File: config.mk
export PLATFORM = sky130hd
export DESIGN_NAME = dual_rom_port
export DESIGN_NICKNAME = d
export VERILOG_FILES = /design/src/rtl/rom_port_pkg.sv /design/src/rtl/rom_mode_decode.sv /design/src/rtl/rom_content.sv /design/src/rtl/rom_lane_select.sv /design/src/rtl/dual_rom_port.sv
export SDC_FILE = /design/constraint.sdc
export NUM_CORES = 1
export LEC_CHECK = 0
export ABC_CLOCK_PERIOD_IN_PS = 6200
export BUFFER_PORTS_ARGS = -buffer_cell sky130_fd_sc_hd__buf_2
export CAP_MARGIN = 20
export CELL_PAD_IN_SITES_DETAIL_PLACEMENT = 0
export CELL_PAD_IN_SITES_GLOBAL_PLACEMENT = 1
export CORE_ASPECT_RATIO = 1.25
export CORE_MARGIN = 2
export CORE_UTILIZATION = 45
export DETAILED_ROUTE_END_ITERATION = 8
export HOLD_SLACK_MARGIN = 0.02
export PLACE_DENSITY = 0.9
export SLEW_MARGIN = 20
export SYNTH_ARGS = -nofsm -noshare
export SYNTH_HDL_FRONTEND = slang
export SYNTH_HIERARCHICAL = 1
export SYNTH_SLANG_ARGS = --single-unit
File: constraint.sdc
create_clock -name clk -period 6.2 [get_ports clk]
set_input_delay 0.93 -clock clk [delete_from_list [all_inputs] [get_ports clk]]
set_output_delay 0.93 -clock clk [all_outputs]
set_load 0.01 [all_outputs]
File: src/rtl/rom_port_pkg.sv
package rom_port_pkg;

    localparam int BYTE_W     = 8;
    localparam int DATA_W     = 16;
    localparam int LANES      = DATA_W / BYTE_W;
    localparam logic [BYTE_W-1:0] ID_MAKER  = 8'h20;
    localparam logic [BYTE_W-1:0] ID_DEVICE = 8'hB1;
    localparam logic [DATA_W-1:0] MIX_K     = 16'h9E37;

    typedef enum logic [2:0] {
        PM_STANDBY,
        PM_OUT_OFF,
        PM_WORD,
        PM_BYTE,
        PM_ID_WORD,
        PM_ID_BYTE
    } port_mode_e;

    typedef struct packed {
        logic [DATA_W-1:0] data;
        logic [DATA_W-1:0] en;
        logic              lp;
    } bus_t;

    function automatic logic [BYTE_W-1:0] id_code(input logic sel);
        return sel ? ID_DEVICE : ID_MAKER;
    endfunction

    function automatic logic [DATA_W-1:0] mix16(input logic [DATA_W-1:0] a);
        logic [DATA_W-1:0] p;
        p = a * MIX_K;
        return p;
    endfunction

endpackage

File: src/rtl/rom_mode_decode.sv
module rom_mode_decode
    import rom_port_pkg::*;
(
    input  logic       ce_n,
    input  logic       oe_n,
    input  logic       wide,
    input  logic       id_mode,
    output port_mode_e mode
);
    always_comb begin
        if (ce_n)
            mode = PM_STANDBY;
        else if (oe_n)
            mode = PM_OUT_OFF;
        else if (id_mode)
            mode = wide ? PM_ID_WORD : PM_ID_BYTE;
        else
            mode = wide ? PM_WORD : PM_BYTE;
    end
endmodule

File: src/rtl/rom_content.sv
module rom_content
    import rom_port_pkg::*;
#(
    parameter int                ADDR_W = 20,
    parameter logic [DATA_W-1:0] SEED   = 16'h5A3C
) (
    input  logic [ADDR_W-1:0] addr,
    output logic [DATA_W-1:0] word
);
    localparam int LOW_W = (ADDR_W < DATA_W) ? ADDR_W : DATA_W;
    localparam int FOLD_W = 4;

    logic [DATA_W-1:0] low_part;
    logic [FOLD_W-1:0] fold;

    always_comb begin
        low_part = '0;
        low_part[LOW_W-1:0] = addr[LOW_W-1:0];
    end

    generate
        if (ADDR_W > DATA_W) begin : g_fold
            always_comb begin
                fold = '0;
                for (int i = DATA_W; i < ADDR_W; i++)
                    fold[(i - DATA_W) % FOLD_W] = fold[(i - DATA_W) % FOLD_W] ^ addr[i];
            end
        end else begin : g_nofold
            assign fold = '0;
        end
    endgenerate

    assign word = mix16(low_part) ^ {(DATA_W / FOLD_W){fold}} ^ SEED;
endmodule

File: src/rtl/rom_lane_select.sv
module rom_lane_select
    import rom_port_pkg::*;
(
    input  port_mode_e        mode,
    input  logic [DATA_W-1:0] word,
    input  logic              half_sel,
    input  logic              code_sel,
    output bus_t              bus
);
    logic [BYTE_W-1:0] half_byte;
    logic [BYTE_W-1:0] code;

    assign half_byte = half_sel ? word[2*BYTE_W-1:BYTE_W] : word[BYTE_W-1:0];
    assign code      = id_code(code_sel);
    assign bus.lp    = (mode == PM_STANDBY);

    generate
        for (genvar k = 0; k < LANES; k++) begin : g_lane
            always_comb begin
                bus.data[k*BYTE_W +: BYTE_W] = '0;
                bus.en[k*BYTE_W +: BYTE_W]   = '0;
                unique case (mode)
                    PM_WORD: begin
                        bus.data[k*BYTE_W +: BYTE_W] = word[k*BYTE_W +: BYTE_W];
                        bus.en[k*BYTE_W +: BYTE_W]   = '1;
                    end
                    PM_ID_WORD: begin
                        bus.data[k*BYTE_W +: BYTE_W] = code;
                        bus.en[k*BYTE_W +: BYTE_W]   = '1;
                    end
                    PM_BYTE: if (k == 0) begin
                        bus.data[k*BYTE_W +: BYTE_W] = half_byte;
                        bus.en[k*BYTE_W +: BYTE_W]   = '1;
                    end
                    PM_ID_BYTE: if (k == 0) begin
                        bus.data[k*BYTE_W +: BYTE_W] = code;
                        bus.en[k*BYTE_W +: BYTE_W]   = '1;
                    end
                    default: ;
                endcase
            end
        end
    endgenerate
endmodule

File: src/rtl/dual_rom_port.sv
module dual_rom_port
    import rom_port_pkg::*;
#(
    parameter int                ADDR_W = 20,
    parameter logic [DATA_W-1:0] SEED   = 16'h5A3C
) (
    input  logic              clk,
    input  logic              rst,
    input  logic [ADDR_W-1:0] addr,
    input  logic              a_m1,
    input  logic              ce_n,
    input  logic              oe_n,
    input  logic              wide,
    input  logic              id_mode,
    output logic [DATA_W-1:0] dout,
    output logic [DATA_W-1:0] dout_en,
    output logic              low_power
);
    port_mode_e        mode;
    logic [DATA_W-1:0] word;
    bus_t              bus_d;
    bus_t              bus_q;

    rom_mode_decode u_dec (
        .ce_n    (ce_n),
        .oe_n    (oe_n),
        .wide    (wide),
        .id_mode (id_mode),
        .mode    (mode)
    );

    rom_content #(.ADDR_W(ADDR_W), .SEED(SEED)) u_rom (
        .addr (addr),
        .word (word)
    );

    rom_lane_select u_sel (
        .mode     (mode),
        .word     (word),
        .half_sel (a_m1),
        .code_sel (addr[0]),
        .bus      (bus_d)
    );

    always_ff @(posedge clk) begin
        if (rst) begin
            bus_q.data <= '0;
            bus_q.en   <= '0;
            bus_q.lp   <= 1'b1;
        end else begin
            bus_q <= bus_d;
        end
    end

    assign dout      = bus_q.data;
    assign dout_en   = bus_q.en;
    assign low_power = bus_q.lp;
endmodule

# Word-level counts from Yosys, hierarchy flattened
# Index checks and enable logic that the tools add are counted.
classes:
  multipliers: 1
  eq_ne: 4
  muxes: 11
  n_bitwise: 2
  reduce_logical: 4
ops:
  columns: ["op", "n"]
  rows:
  - ["8-bit two-way mux", 4]
  - ["8-bit one-hot mux with 3 select lines", 1]
  - ["16-bit by 16-bit multiplier with 16-bit output, second input constant", 1]
  - ["8-bit one-hot mux with 2 select lines", 1]
  - ["16-bit XOR", 1]
  - ["3-bit two-way mux", 3]
  - ["8-bit inverter", 1]
  - ["3-bit by 2-bit equality test with 1-bit output, second input constant", 2]
  - ["3-bit equality test, second input constant", 2]
  - ["2-bit OR reduction", 2]
  - ["4-bit OR reduction", 1]
  - ["3-bit logical NOT", 1]
  - ["1-bit two-way mux", 2]
word_totals:
  regBits: 33
  out_inout_bits: 33
  elab_cells: 25

# Longest topological paths before layout
# Gate-level depths: netlist of run 1.
logic_depth:
  ltp_word: 7
  depth_mapped: 21
  ltp_nobuf: 21

# Modules after synthesis
# Netlist of run 1, hierarchy kept.
modules_own_cells:
  columns: ["mod", "n_inst", "cells_each", "area_per_inst_um2"]
  rows:
  - ["rom_content", 1, 276, 2562.5]
  - ["dual_rom_port", 1, 69, 888.4]
  - ["rom_lane_select", 1, 57, 352.8]
  - ["rom_mode_decode", 1, 4, 21.3]

# Least setup slack after synthesis of run 1
# Ideal clock, no wire load.
synth_timing:
  path_kind: "input -> register"
  from: "in addr[6]"
  to: "reg bus_q, in the netlist dout[7]"
  t_arrival_ns: 5.245
  slack_ns: 0.842
  cell_stages: 20
  path_buffers: 0
  path_cell_list: "ha_1 fa_1 ha_1 inv_1 fa_1 inv_1 fa_1 inv_1 fa_1 inv_1 ha_1 a21o_1 a21oi_1 o21ai_0 a211o_1 o221ai_1 xnor2_1 mux2i_1 o21ai_1 nor2b_1"
synth_lines:
  columns: ["element", "line_no", "source"]
  rows:
  - ["start: declaration", "dual_rom_port.sv:9", "input logic [ADDR_W-1:0] addr,"]
  - ["end signal: assignment", "dual_rom_port.sv:51", "bus_q <= bus_d;"]
  - ["end: declaration", "dual_rom_port.sv:22", "bus_t bus_q;"]

==> impl_summary.log, run 1 <==
INFO  metric area.growth.synth_to_final = 9.42%
INFO  metric largest_fanout_on_the_critical_path = 5
INFO  metric detail_route.iter0.violations = 76
INFO  metric power.share.switching = 47.9%
INFO  metric clock.fmax = 182 MHz
INFO  metric critPathLaunchType = input pin
INFO  metric pre_cts_slack = 0.395 ns
INFO  metric cts_htree_levels = 2
INFO  metric finalSetupViolations = 0
INFO  metric routedWlPerCell = between 10 and 15 µm
INFO  metric report.final.slew_viol_count = 0
INFO  metric gr-usage-met2 = roughly a third
INFO  metric grt_util_met3 = 1.69%
INFO  metric remaining_antenna_violation_count_after_routing = 0
INFO  metric cellPowerDensity = 503 mW/mm²
INFO  metric cts.root.buffer_cell = clkbuf_8
INFO  metric synthesis.instances = just over 400
INFO  metric hold_viol_final = 0
INFO  metric clock_tree_from_tritoncts = done
INFO  metric grt_start_max_net_pins = 34
INFO  metric antennaDiodeCount = 0
INFO  metric dpl.hpwl = 6.42 mm
INFO  metric num_rows = 37
INFO  metric synthesized_area_per_cell = approximately 9.4 µm²
INFO  metric postLayoutSetupSlackWorst = 0.693 ns
INFO  metric tritoncts_num_sinks = 33
INFO  metric net_switching_power_figure = around 1000 µW
INFO  metric dp.cells = 543
INFO  metric num_io_pins = 60
INFO  metric core_area = 0.00824 mm²
INFO  metric yosysUniqueCellTypes = 34
INFO  metric setup_repair_after_global_routing_missed_its_margin = false
INFO  metric max_stage_delay = 0.53 ns
INFO  metric design.die.area = 0.00926 mm²
INFO  metric synthDominantCellAreaShare = 22.5%
INFO  metric yosys.area.top_type = fa_1
INFO  metric tightestPinTransition = 0.984 ns
INFO  metric track_usage = 16.6%
INFO  metric gr-total-overflow = 0
INFO  metric slew_headroom = 34.4%
INFO  metric cellInternalPower = 1100 µW
INFO  metric post_synth_net_total = 532
INFO  metric power.sequential.fraction = 11.1%
INFO  metric top_usage_layer = met2
INFO  metric status = finished, violations left
INFO  metric postCtsHoldBufs = 0
INFO  metric port_buffers = 59
INFO  metric drt_pre_antenna_iters = 6
INFO  metric slowest_stage = fa_1
INFO  metric static_leakage_power = roughly 0.0022 µW
INFO  metric post_route_cells_drive_above_1_share = 14.8%
INFO  metric gp_congestion = slightly below 0.9
INFO  metric cp_data_required_time = ~6.3 ns
INFO  metric failed_checks = design-rule violations
INFO  metric clkSlewWorstSetupHoldPaths = approximately 0.060 ns
INFO  metric timing.critical_path.to_type = flop
INFO  metric synth_sequential_area_ratio = about 17%
INFO  metric synth_top_cells_by_area = fa_1 23%, ha_1 18%, dfxtp_1 17%
INFO  metric crit_arrival = 5.65 ns
INFO  metric timing.max_cap.violations = 0
INFO  metric share_clk_of_total_power = 7.2%
INFO  metric crit_path_time_final = 5.51 ns
INFO  metric vias_in_the_first_global_route = around 2700
INFO  metric report.power.total = between 2000 and 2500 µW
INFO  metric route.vias.total = 2620
INFO  metric crit_family = adder cells
INFO  metric holdCritPathClass = input pin to flop
INFO  metric finalWirelength = 7.09 mm
INFO  metric die_x = between 80 and 90 µm
INFO  metric floorplan.initialDensity = 46.4%
INFO  metric final-instance-count-excl-fill = 550
INFO  metric setup.worst_path.class = input pin to flop
INFO  metric grt_antenna_before_repair = 0
INFO  metric layout.nets = just under 600
INFO  metric remaining_drc_errors = 1
INFO  metric fin_worst_hold_slack = between 1 and 1.5 ns
INFO  metric netlist_area = 0.00382 mm²
INFO  metric ys.warnings.count = 6
INFO  metric power.share.combinational = 81.8%
INFO  metric synth_seq_cells = 33
INFO  metric routed_via_density = 4.76
INFO  metric cp.buffers_inverters = 5
INFO  metric cts.repair_timing.setup_buffer_count = 0
INFO  metric fin_crit_sh = 88.8%
INFO  metric setup-tns-final = 0 ns
INFO  metric ctsResizeCount = 0
INFO  metric floorplan.die.height = ~110 µm
INFO  metric clock_tree.buffer_depth = 2
INFO  metric met1_use_gr = roughly 18%
INFO  metric cp_cell_sequence = buf_2 -> ha_1 -> fa_1 -> ha_1 -> inv_1 -> fa_1 -> inv_1 -> fa_1 -> inv_1 -> fa_1 -> inv_1 -> ha_1 -> a21o_1 -> a21oi_1 -> o21ai_0 -> a211o_1 -> o221ai_1 -> xnor2_1 -> mux2i_1 -> o21ai_1 -> nor2b_1
INFO  metric first_pass_grt_wire_length = 12.1 mm
INFO  metric cts_made_buffers = 5
INFO  metric vdd.ir_drop.worst = 0.245 mV
[cell usage in the layout (no fill, tap or decap), types with 6 or more instances in the layout]
| cell type | netlist | final |
|---|---|---|
| a21o_1 | 6 | 6 |
| a21oi_1 | 15 | 15 |
| buf_2 | 3 | 59 |
| clkbuf_8 | 0 | 6 |
| dfxtp_1 | 33 | 33 |
| fa_1 | 43 | 43 |
| ha_1 | 56 | 56 |
| inv_1 | 91 | 91 |
| nand2_1 | 15 | 15 |
| nor2b_1 | 33 | 33 |
| xnor2_1 | 35 | 35 |
| xor2_1 | 12 | 12 |
[Yosys cell counts (all sizes together)]
library cell  count
xor2             12
o22ai             1
nor3b             1
buf              19
nand3             5
and2b             1
a31oi             1
a211o             1
or2               1
xnor2            35
a21o              6
nor3              2
a2111oi           2
nand2            16
fa               43
o221ai            2
nand3b            1
nor2b            33
ha               56
and2              5
nor2              5
dfxtp            33
nand2b            3
a21oi            15
or3               2
mux2i             4
o21ai             9
o21bai            1
inv              91
[cell families after synthesis]
| group | count (synthesis) | synth area share, % |
|---|---|---|
| AND/OR/NAND/NOR | 75 | 11.0 |
| buffers and inverters | 110 | 12.7 |
| AO/OA/AOI/OAI | 38 | 6.48 |
| flip-flops | 33 | 17.3 |
| multiplexers | 4 | 1.05 |
| XOR/XNOR | 47 | 10.8 |
| adder cells (fa/ha/maj) | 99 | 40.8 |
[registers in the layout (all words and copies together) (netlist names)]
register / cells
low_power: 1
dout_en: 16
dout: 16
[path summary, 6_finish.rpt]
check | start | end | slack [ns] | depth (start not counted)
max | addr[6] | dout[7] | 0.69 | 21
min | id_mode | low_power | 1.07 | 4
[final cells by class]
| type | count | area (µm²) |
|---|---|---|
| clock buffers | 7 | 86.3 |
| fillers | 761 | 4060 |
| inverters | 91 | 342 |
| multi-input cells | 263 | 2680 |
| flip-flops and latches | 33 | 661 |
| well taps | 97 | 121 |
| repair buffers | 59 | 295 |
[routing by layer]
metal	up-vias	share of wire [%]
met4	0	2.4
li1	1323	-
met3	10	4.0
met1	1210	40
met2	77	54
met5	-	0
[power groups by stage]
stage | Clock (µW) | Sequential [µW] | Combinational, µW
after floorplan | 0 | 248 | 1360
final | 151 | 233 | 1720
after global placement | 0 | 238 | 1690
after CTS | 156 | 233 | 1740
after detailed placement | 0 | 238 | 1740
after global routing | 162 | 235 | 1960
[stage by stage]
| stage | utilization (%) | area (µm²) |
|---|---|---|
| after floorplan | - | 3820 |
| after global placement | 49.7 | 4100 |
| after detailed placement | 49.7 | 4100 |
| after CTS | 50.8 | 4190 |
| after global routing | 50.8 | 4190 |
| final | 50.8 | 4190 |
No activity file was read; power rests on OpenSTA's default activity.
==> run 2, diff against run 1 <==
--- a/config.mk
+++ b/config.mk
@@ -12,12 +12,11 @@
 export CELL_PAD_IN_SITES_GLOBAL_PLACEMENT = 1
 export CORE_ASPECT_RATIO = 1.25
 export CORE_MARGIN = 2
-export CORE_UTILIZATION = 45
+export CORE_UTILIZATION = 44
 export DETAILED_ROUTE_END_ITERATION = 8
 export HOLD_SLACK_MARGIN = 0.02
-export PLACE_DENSITY = 0.9
+export PLACE_DENSITY = 0.91
 export SLEW_MARGIN = 20
 export SYNTH_ARGS = -nofsm -noshare
 export SYNTH_HDL_FRONTEND = slang
-export SYNTH_HIERARCHICAL = 1
 export SYNTH_SLANG_ARGS = --single-unit
==> constraint.sdc (replaced) <==
create_clock -name clk -period 6.2 [get_ports clk]
set_input_delay 0.93 -clock clk [delete_from_list [all_inputs] [get_ports clk]]
set_output_delay 0.93 -clock clk [all_outputs]
set_load 0.02 [all_outputs]
==> impl_summary.log, run 2 <==
INFO  metric area.growth.synth_to_final = 10.4%
INFO  metric post_synth_net_total = 488
INFO  metric remaining_drc_errors = 0
INFO  metric timing.max_cap.violations = 0
INFO  metric tritoncts_num_sinks = 19
INFO  metric floorplan.initialDensity = ~45%
INFO  metric track_usage = 17.9%
INFO  metric grt_antenna_before_repair = 0
INFO  metric postLayoutCellArea = 0.00367 mm²
INFO  metric tightestPinTransition = 0.874 ns
INFO  metric fin_worst_hold_slack = 0.904 ns
INFO  metric final-instance-count-excl-fill = 501
INFO  metric remaining_antenna_violation_count_after_routing = 0
INFO  metric yosysUniqueCellTypes = 36
INFO  metric antennaDiodeCount = 0
INFO  metric ys_dominant_reg_cell = dfxtp_1
INFO  metric synthMostInstantiatedCell = inv_1
INFO  metric pre_cts_slack = 0.609 ns
INFO  metric cellPowerDensity = 524 mW/mm²
INFO  metric gp_congestion = around 0.92
INFO  metric design.die.area = 0.00826 mm²
INFO  metric setup_repair_after_global_routing_missed_its_margin = false
INFO  metric num_rows = 35
INFO  metric synth_top_cells_by_count = 94 x inv_1, 56 x ha_1, 43 x fa_1
INFO  metric worst_setup_path_startpoint = addr[9]
INFO  metric critPathLaunchType = input pin
INFO  metric cts_made_buffers = 3
INFO  metric core_area = 0.00736 mm²
INFO  metric synthesis.instances = 362
INFO  metric most_common_cell_after_layout_fill_and_taps_aside = inv_1
INFO  metric placed_cell_area = 0.00362 mm²
INFO  metric vias_in_the_first_global_route = 2638
INFO  metric first_pass_grt_wire_length = 11.3 mm
INFO  metric yosys.area.top_type = fa_1
INFO  metric fillerInstances = 728
INFO  metric highest_count_cells_in_the_layout_ignoring_fill_and_taps = 94 x inv_1, 59 x buf_2, 56 x ha_1, 43 x fa_1, 34 x xnor2_1
INFO  metric postLayoutSetupSlackWorst = 0.903 ns
INFO  metric slowest_stage = fa_1
INFO  metric post_route_cells_drive_above_1_share = 16.4%
INFO  metric hold_start = rst
INFO  metric netlist_area = 0.00332 mm²
INFO  metric power.share.combinational = 88.4%
INFO  metric multiInputGateArea = 0.00247 mm²
INFO  metric setup.worst_path.class = input pin to flop
INFO  metric timing.critical_path.to_type = flop
INFO  metric max_stage_delay = 0.54 ns
INFO  metric slew_headroom = 41.6%
INFO  metric report.final.slew_viol_count = 0
INFO  metric port_buffers = 59
INFO  metric layout.nets = 536
INFO  metric crit_arrival = 5.44 ns
INFO  metric setup-tns-final = 0 ns
INFO  metric clock.fmax = 189 MHz
INFO  metric drt_pre_antenna_iters = 4
INFO  metric dp.cells = 497
INFO  metric synth-async-reset-ratio = 0%
INFO  metric cp_cell_sequence = buf_2 -> ha_1 -> fa_1 -> ha_1 -> inv_1 -> fa_1 -> inv_1 -> fa_1 -> inv_1 -> fa_1 -> inv_1 -> ha_1 -> a21oi_1 -> o21bai_1 -> or3_1 -> and2_1 -> nor4_1 -> nor3_1
INFO  metric synth_sequential_area_ratio = 11.5%
INFO  metric power.share.switching = 50.8%
INFO  metric static_leakage_power = between 0.0015 and 0.002 µW
INFO  metric cts.root.buffer_cell = clkbuf_8
INFO  metric clock_tree_from_tritoncts = done
INFO  metric die_x = 81.7 µm
INFO  metric route.vias.total = 2370
INFO  metric clkSlewWorstSetupHoldPaths = approximately 0.070 ns
INFO  metric synth-edff-count = 0
INFO  metric largest_register_ff_count = 16
INFO  metric crit_path_time_final = approximately 5.3 ns
INFO  metric grt_start_max_net_pins = 13
INFO  metric cts_htree_levels = 1
INFO  metric synth_top_cells_by_area = fa_1 26%, ha_1 21%, dfxtp_1 11%
INFO  metric holdCritPathClass = input pin to flop
INFO  metric power.sequential.fraction = between 7 and 8%
INFO  metric synthesized_area_per_cell = 9.17 µm²
INFO  metric net_switching_power_figure = about 980 µW
INFO  metric share_clk_of_total_power = 4.4%
INFO  metric floorplan.die.height = 101 µm
INFO  metric fin_crit_sh = 85.4%
INFO  metric register_area = 380 µm²
INFO  metric postCtsHoldBufs = 0
INFO  metric hold_viol_final = 0
INFO  metric synthDominantCellAreaShare = 25.9%
INFO  metric status = complete, no violations
INFO  metric cts.repair_timing.setup_buffer_count = 0
INFO  metric num_io_pins = 60
INFO  metric routed_via_density = roughly 4.7
INFO  metric vdd.ir_drop.worst = 0.286 mV
INFO  metric synth_seq_cells = 19
INFO  metric finalWirelength = about 6.7 mm
INFO  metric routedWlPerCell = 13.4 µm
INFO  metric largest_fanout_on_the_critical_path = 4
INFO  metric ys.warnings.count = 0
INFO  metric clock_tree.buffer_depth = 2
INFO  metric ctsResizeCount = 0
INFO  metric finalSetupViolations = 0
INFO  metric detail_route.iter0.violations = 64
INFO  metric cellInternalPower = 945 µW
INFO  metric gr-total-overflow = 0
INFO  metric cp_data_required_time = 6.35 ns
INFO  metric dpl.hpwl = 6.25 mm
## run 2: power by group through the flow
stage | Combinational, µW | Clock (µW) | Sequential [µW]
after global routing | 1910 | 89.7 | 140
after CTS | 1720 | 85.3 | 139
after detailed placement | 1710 | 0 | 141
final | 1700 | 84.6 | 138
after global placement | 1660 | 0 | 141
after floorplan | 1330 | 0 | 159
## run 2: worst max-delay path, delay by kind of cell
family | cells | cell delay, ns
adder cells (fa/ha/maj) | 7 | 2.98
AND/OR/NAND/NOR | 4 | 0.83
AO/OA/AOI/OAI | 2 | 0.38
buffers and inverters | 5 | 0.32
## run 2: layout make-up
class,count,share of cell area [%]
timing repair buffer,60,8.26
clock buffer,4,1.23
multi-input combinational,232,67.4
tap,92,3.14
inverter,94,9.62
sequential,19,10.4
## run 2: path summary, 6_finish.rpt
kind / depth (start not counted) / to / slack (ns)
setup / recovery: 18 / dout[5] / 0.90
hold / removal: 2 / low_power / 0.90
## run 2: cell families (layout without fill, tap and decap cells)
| family | after synthesis | after routing | synth area share [%] |
|---|---|---|---|
| buffers and inverters | 111 | 158 | 14.2 |
| and+or+nand+nor | 43 | 43 | 6.56 |
| adders and majority gates | 99 | 99 | 47.0 |
| xor gates and xnor gates | 44 | 44 | 11.6 |
| muxes | 5 | 5 | 1.54 |
| DFF | 19 | 19 | 11.5 |
| AOI/OAI and AO/OA | 41 | 41 | 7.65 |
## run 2: layer usage
metal  global-route usage, %  vias up  part of all wire [%]
met5                       0        -                     0
met4                    5.13        0                   2.0
met3                    1.69       15                   4.0
met2                    35.7       60                    55
met1                    19.4     1096                    39
li1                        -     1199                     -
## run 2: metrics by stage
step	power, µW	util, %
3_3_place_gp	1800	49.2
6_report	1920	49.8
4_1_cts	1940	49.8
3_5_place_dp	1850	49.2
5_1_grt	2140	49.8
2_1_floorplan	1490	-
==> run 3, diff against run 2 <==
--- a/config.mk
+++ b/config.mk
@@ -15,7 +15,7 @@
 export CORE_UTILIZATION = 44
 export DETAILED_ROUTE_END_ITERATION = 8
 export HOLD_SLACK_MARGIN = 0.02
-export PLACE_DENSITY = 0.91
+export PLACE_DENSITY = 0.81
 export SLEW_MARGIN = 20
 export SYNTH_ARGS = -nofsm -noshare
 export SYNTH_HDL_FRONTEND = slang
==> impl_summary.log, run 3 (synthesis results as in run 2) <==
INFO  metric setup_repair_after_global_routing_missed_its_margin = false
INFO  metric num_rows = 35
INFO  metric cts_made_buffers = 3
INFO  metric max_stage_delay = ~0.53 ns
INFO  metric postCtsHoldBufs = 0
INFO  metric cp.buffers_inverters = 5
INFO  metric setup-tns-final = 0 ns
INFO  metric holdCritPathClass = input pin to flop
INFO  metric cts.root.buffer_cell = clkbuf_8
INFO  metric status = complete, no violations
INFO  metric cp_data_required_time = 6.33 ns
INFO  metric cellPowerDensity = 521 mW/mm²
INFO  metric die_x = 81.7 µm
INFO  metric finalSetupViolations = 0
INFO  metric vdd.ir_drop.worst = 0.255 mV
INFO  metric gr-total-overflow = 0
INFO  metric crit_arrival = about 5.5 ns
INFO  metric area.growth.synth_to_final = 10.4%
INFO  metric cts.repair_timing.setup_buffer_count = 0
INFO  metric post_route_cells_drive_above_1_share = 16.6%
INFO  metric remaining_drc_errors = 0
INFO  metric route.met3.wl = 218 µm
INFO  metric port_buffers = 59
INFO  metric route.met2.wl = ~3.7 mm
INFO  metric finalWirelength = 6.68 mm
INFO  metric crit_end = dout[5]
INFO  metric timing.critical_path.depth = 18
INFO  metric detail_route.iter0.violations = 44
INFO  metric antennaDiodeCount = 0
INFO  metric core_area = 0.00736 mm²
INFO  metric timing.max_cap.violations = 0
INFO  metric slowest_stage = fa_1
INFO  metric route.vias.total = 2400
INFO  metric crit_family = adder cells
INFO  metric track_usage = 17.6%
INFO  metric dpl.hpwl = 6.22 mm
INFO  metric critPathLaunchType = input pin
INFO  metric floorplan.die.height = around 100 µm
INFO  metric cp_cell_sequence = buf_2 -> ha_1 -> fa_1 -> ha_1 -> inv_1 -> fa_1 -> inv_1 -> fa_1 -> inv_1 -> fa_1 -> inv_1 -> ha_1 -> a21oi_1 -> o21bai_1 -> or3_1 -> and2_1 -> nor4_1 -> nor3_1
INFO  metric timing.critical_path.to_type = flop
INFO  metric final_core_util = 49.8%
INFO  metric fin_crit_sh = 85.7%
INFO  metric tightestPinTransition = 0.869 ns
INFO  metric floorplan.initialDensity = between 40% and 50%
INFO  metric remaining_antenna_violation_count_after_routing = 0
INFO  metric grt_start_max_net_pins = 13
INFO  metric largest_register_ff_count = 16
INFO  metric routedWlPerCell = 13.3 µm
INFO  metric wl_met1 = 2.71 mm
INFO  metric tritoncts_num_sinks = 19
INFO  metric static_leakage_power = about 0.0019 µW
INFO  metric design.die.area = 0.00826 mm²
INFO  metric dp.cells = about 500
INFO  metric fin_worst_hold_slack = 0.907 ns
INFO  metric setup.worst_path.class = input pin to flop
INFO  metric final-instance-count-excl-fill = 501
INFO  metric first_pass_grt_wire_length = around 11 mm
INFO  metric report.final.slew_viol_count = 0
INFO  metric dr.max_layer_used = met4
INFO  metric clock_tree_from_tritoncts = done
INFO  metric slew_headroom = a little over two fifths
INFO  metric num_io_pins = 60
INFO  metric clock_tree.buffer_depth = 2
INFO  metric clock.fmax = 188 MHz
INFO  metric highest_count_cells_in_the_layout_ignoring_fill_and_taps = 94 x inv_1, 59 x buf_2, 56 x ha_1, 43 x fa_1, 34 x xnor2_1
INFO  metric cts_htree_levels = 1
INFO  metric routed_via_density = 4.79
INFO  metric most_common_cell_after_layout_fill_and_taps_aside = inv_1
INFO  metric drt_pre_antenna_iters = 4
INFO  metric ctsResizeCount = 0
INFO  metric worst_setup_path_startpoint = addr[6]
INFO  metric hold_viol_final = 0
INFO  metric vias_in_the_first_global_route = approximately 2400
INFO  metric crit_path_time_final = 5.32 ns
INFO  metric layout.nets = 536
INFO  metric gp_congestion = 0.847
INFO  metric largest_fanout_on_the_critical_path = 4
INFO  metric grt_antenna_before_repair = 0
INFO  metric clkSlewWorstSetupHoldPaths = 0.06 ns
run 3: cell count changes in the layout (fill, tap and decap cells not counted), sizes merged:
cell	change
clkbuf	-1
clkinv	+1
run 3: through the flow:
stage,power (µW),cell area (µm²),worst slack [ns]
after global placement,1830,3620,0.703
after floorplan,1490,3320,0.980
final,1910,3670,0.884
after CTS,1940,3670,0.876
after global routing,2170,3670,0.684
after detailed placement,1850,3620,0.578
run 3: worst min-delay path by stage:
stage,cells past startpoint,slack [ns],startpoint,endpoint
floorplan,1,1.03,rst,low_power
global placement,2,1.16,rst,low_power
detailed placement,2,1.16,rst,low_power
CTS,2,0.90,rst,low_power
global route,2,0.90,rst,low_power
finish,2,0.91,rst,low_power
run 3: final cells by class:
cell class	count	area [µm²]
clock inverters	1	5.00
flip-flops and latches	19	380
fillers	732	3690
clock buffers	3	41.3
inverters	94	353
well taps	92	115
multi-input cells	232	2470
repair buffers	60	303
run 3: report_power, final:
part,internal (µW),total (µW),switching (µW)
sequential,135,138,3.08
clock,44.6,82.5,37.9
combinational,761,1690,928
run 3: per-layer routing:
metal | vias up | track usage, %
li1 | 1198 | -
met1 | 1140 | 20.6
met2 | 54 | 34.0
met3 | 8 | 0.891
met4 | 0 | 5.38
met5 | - | 0
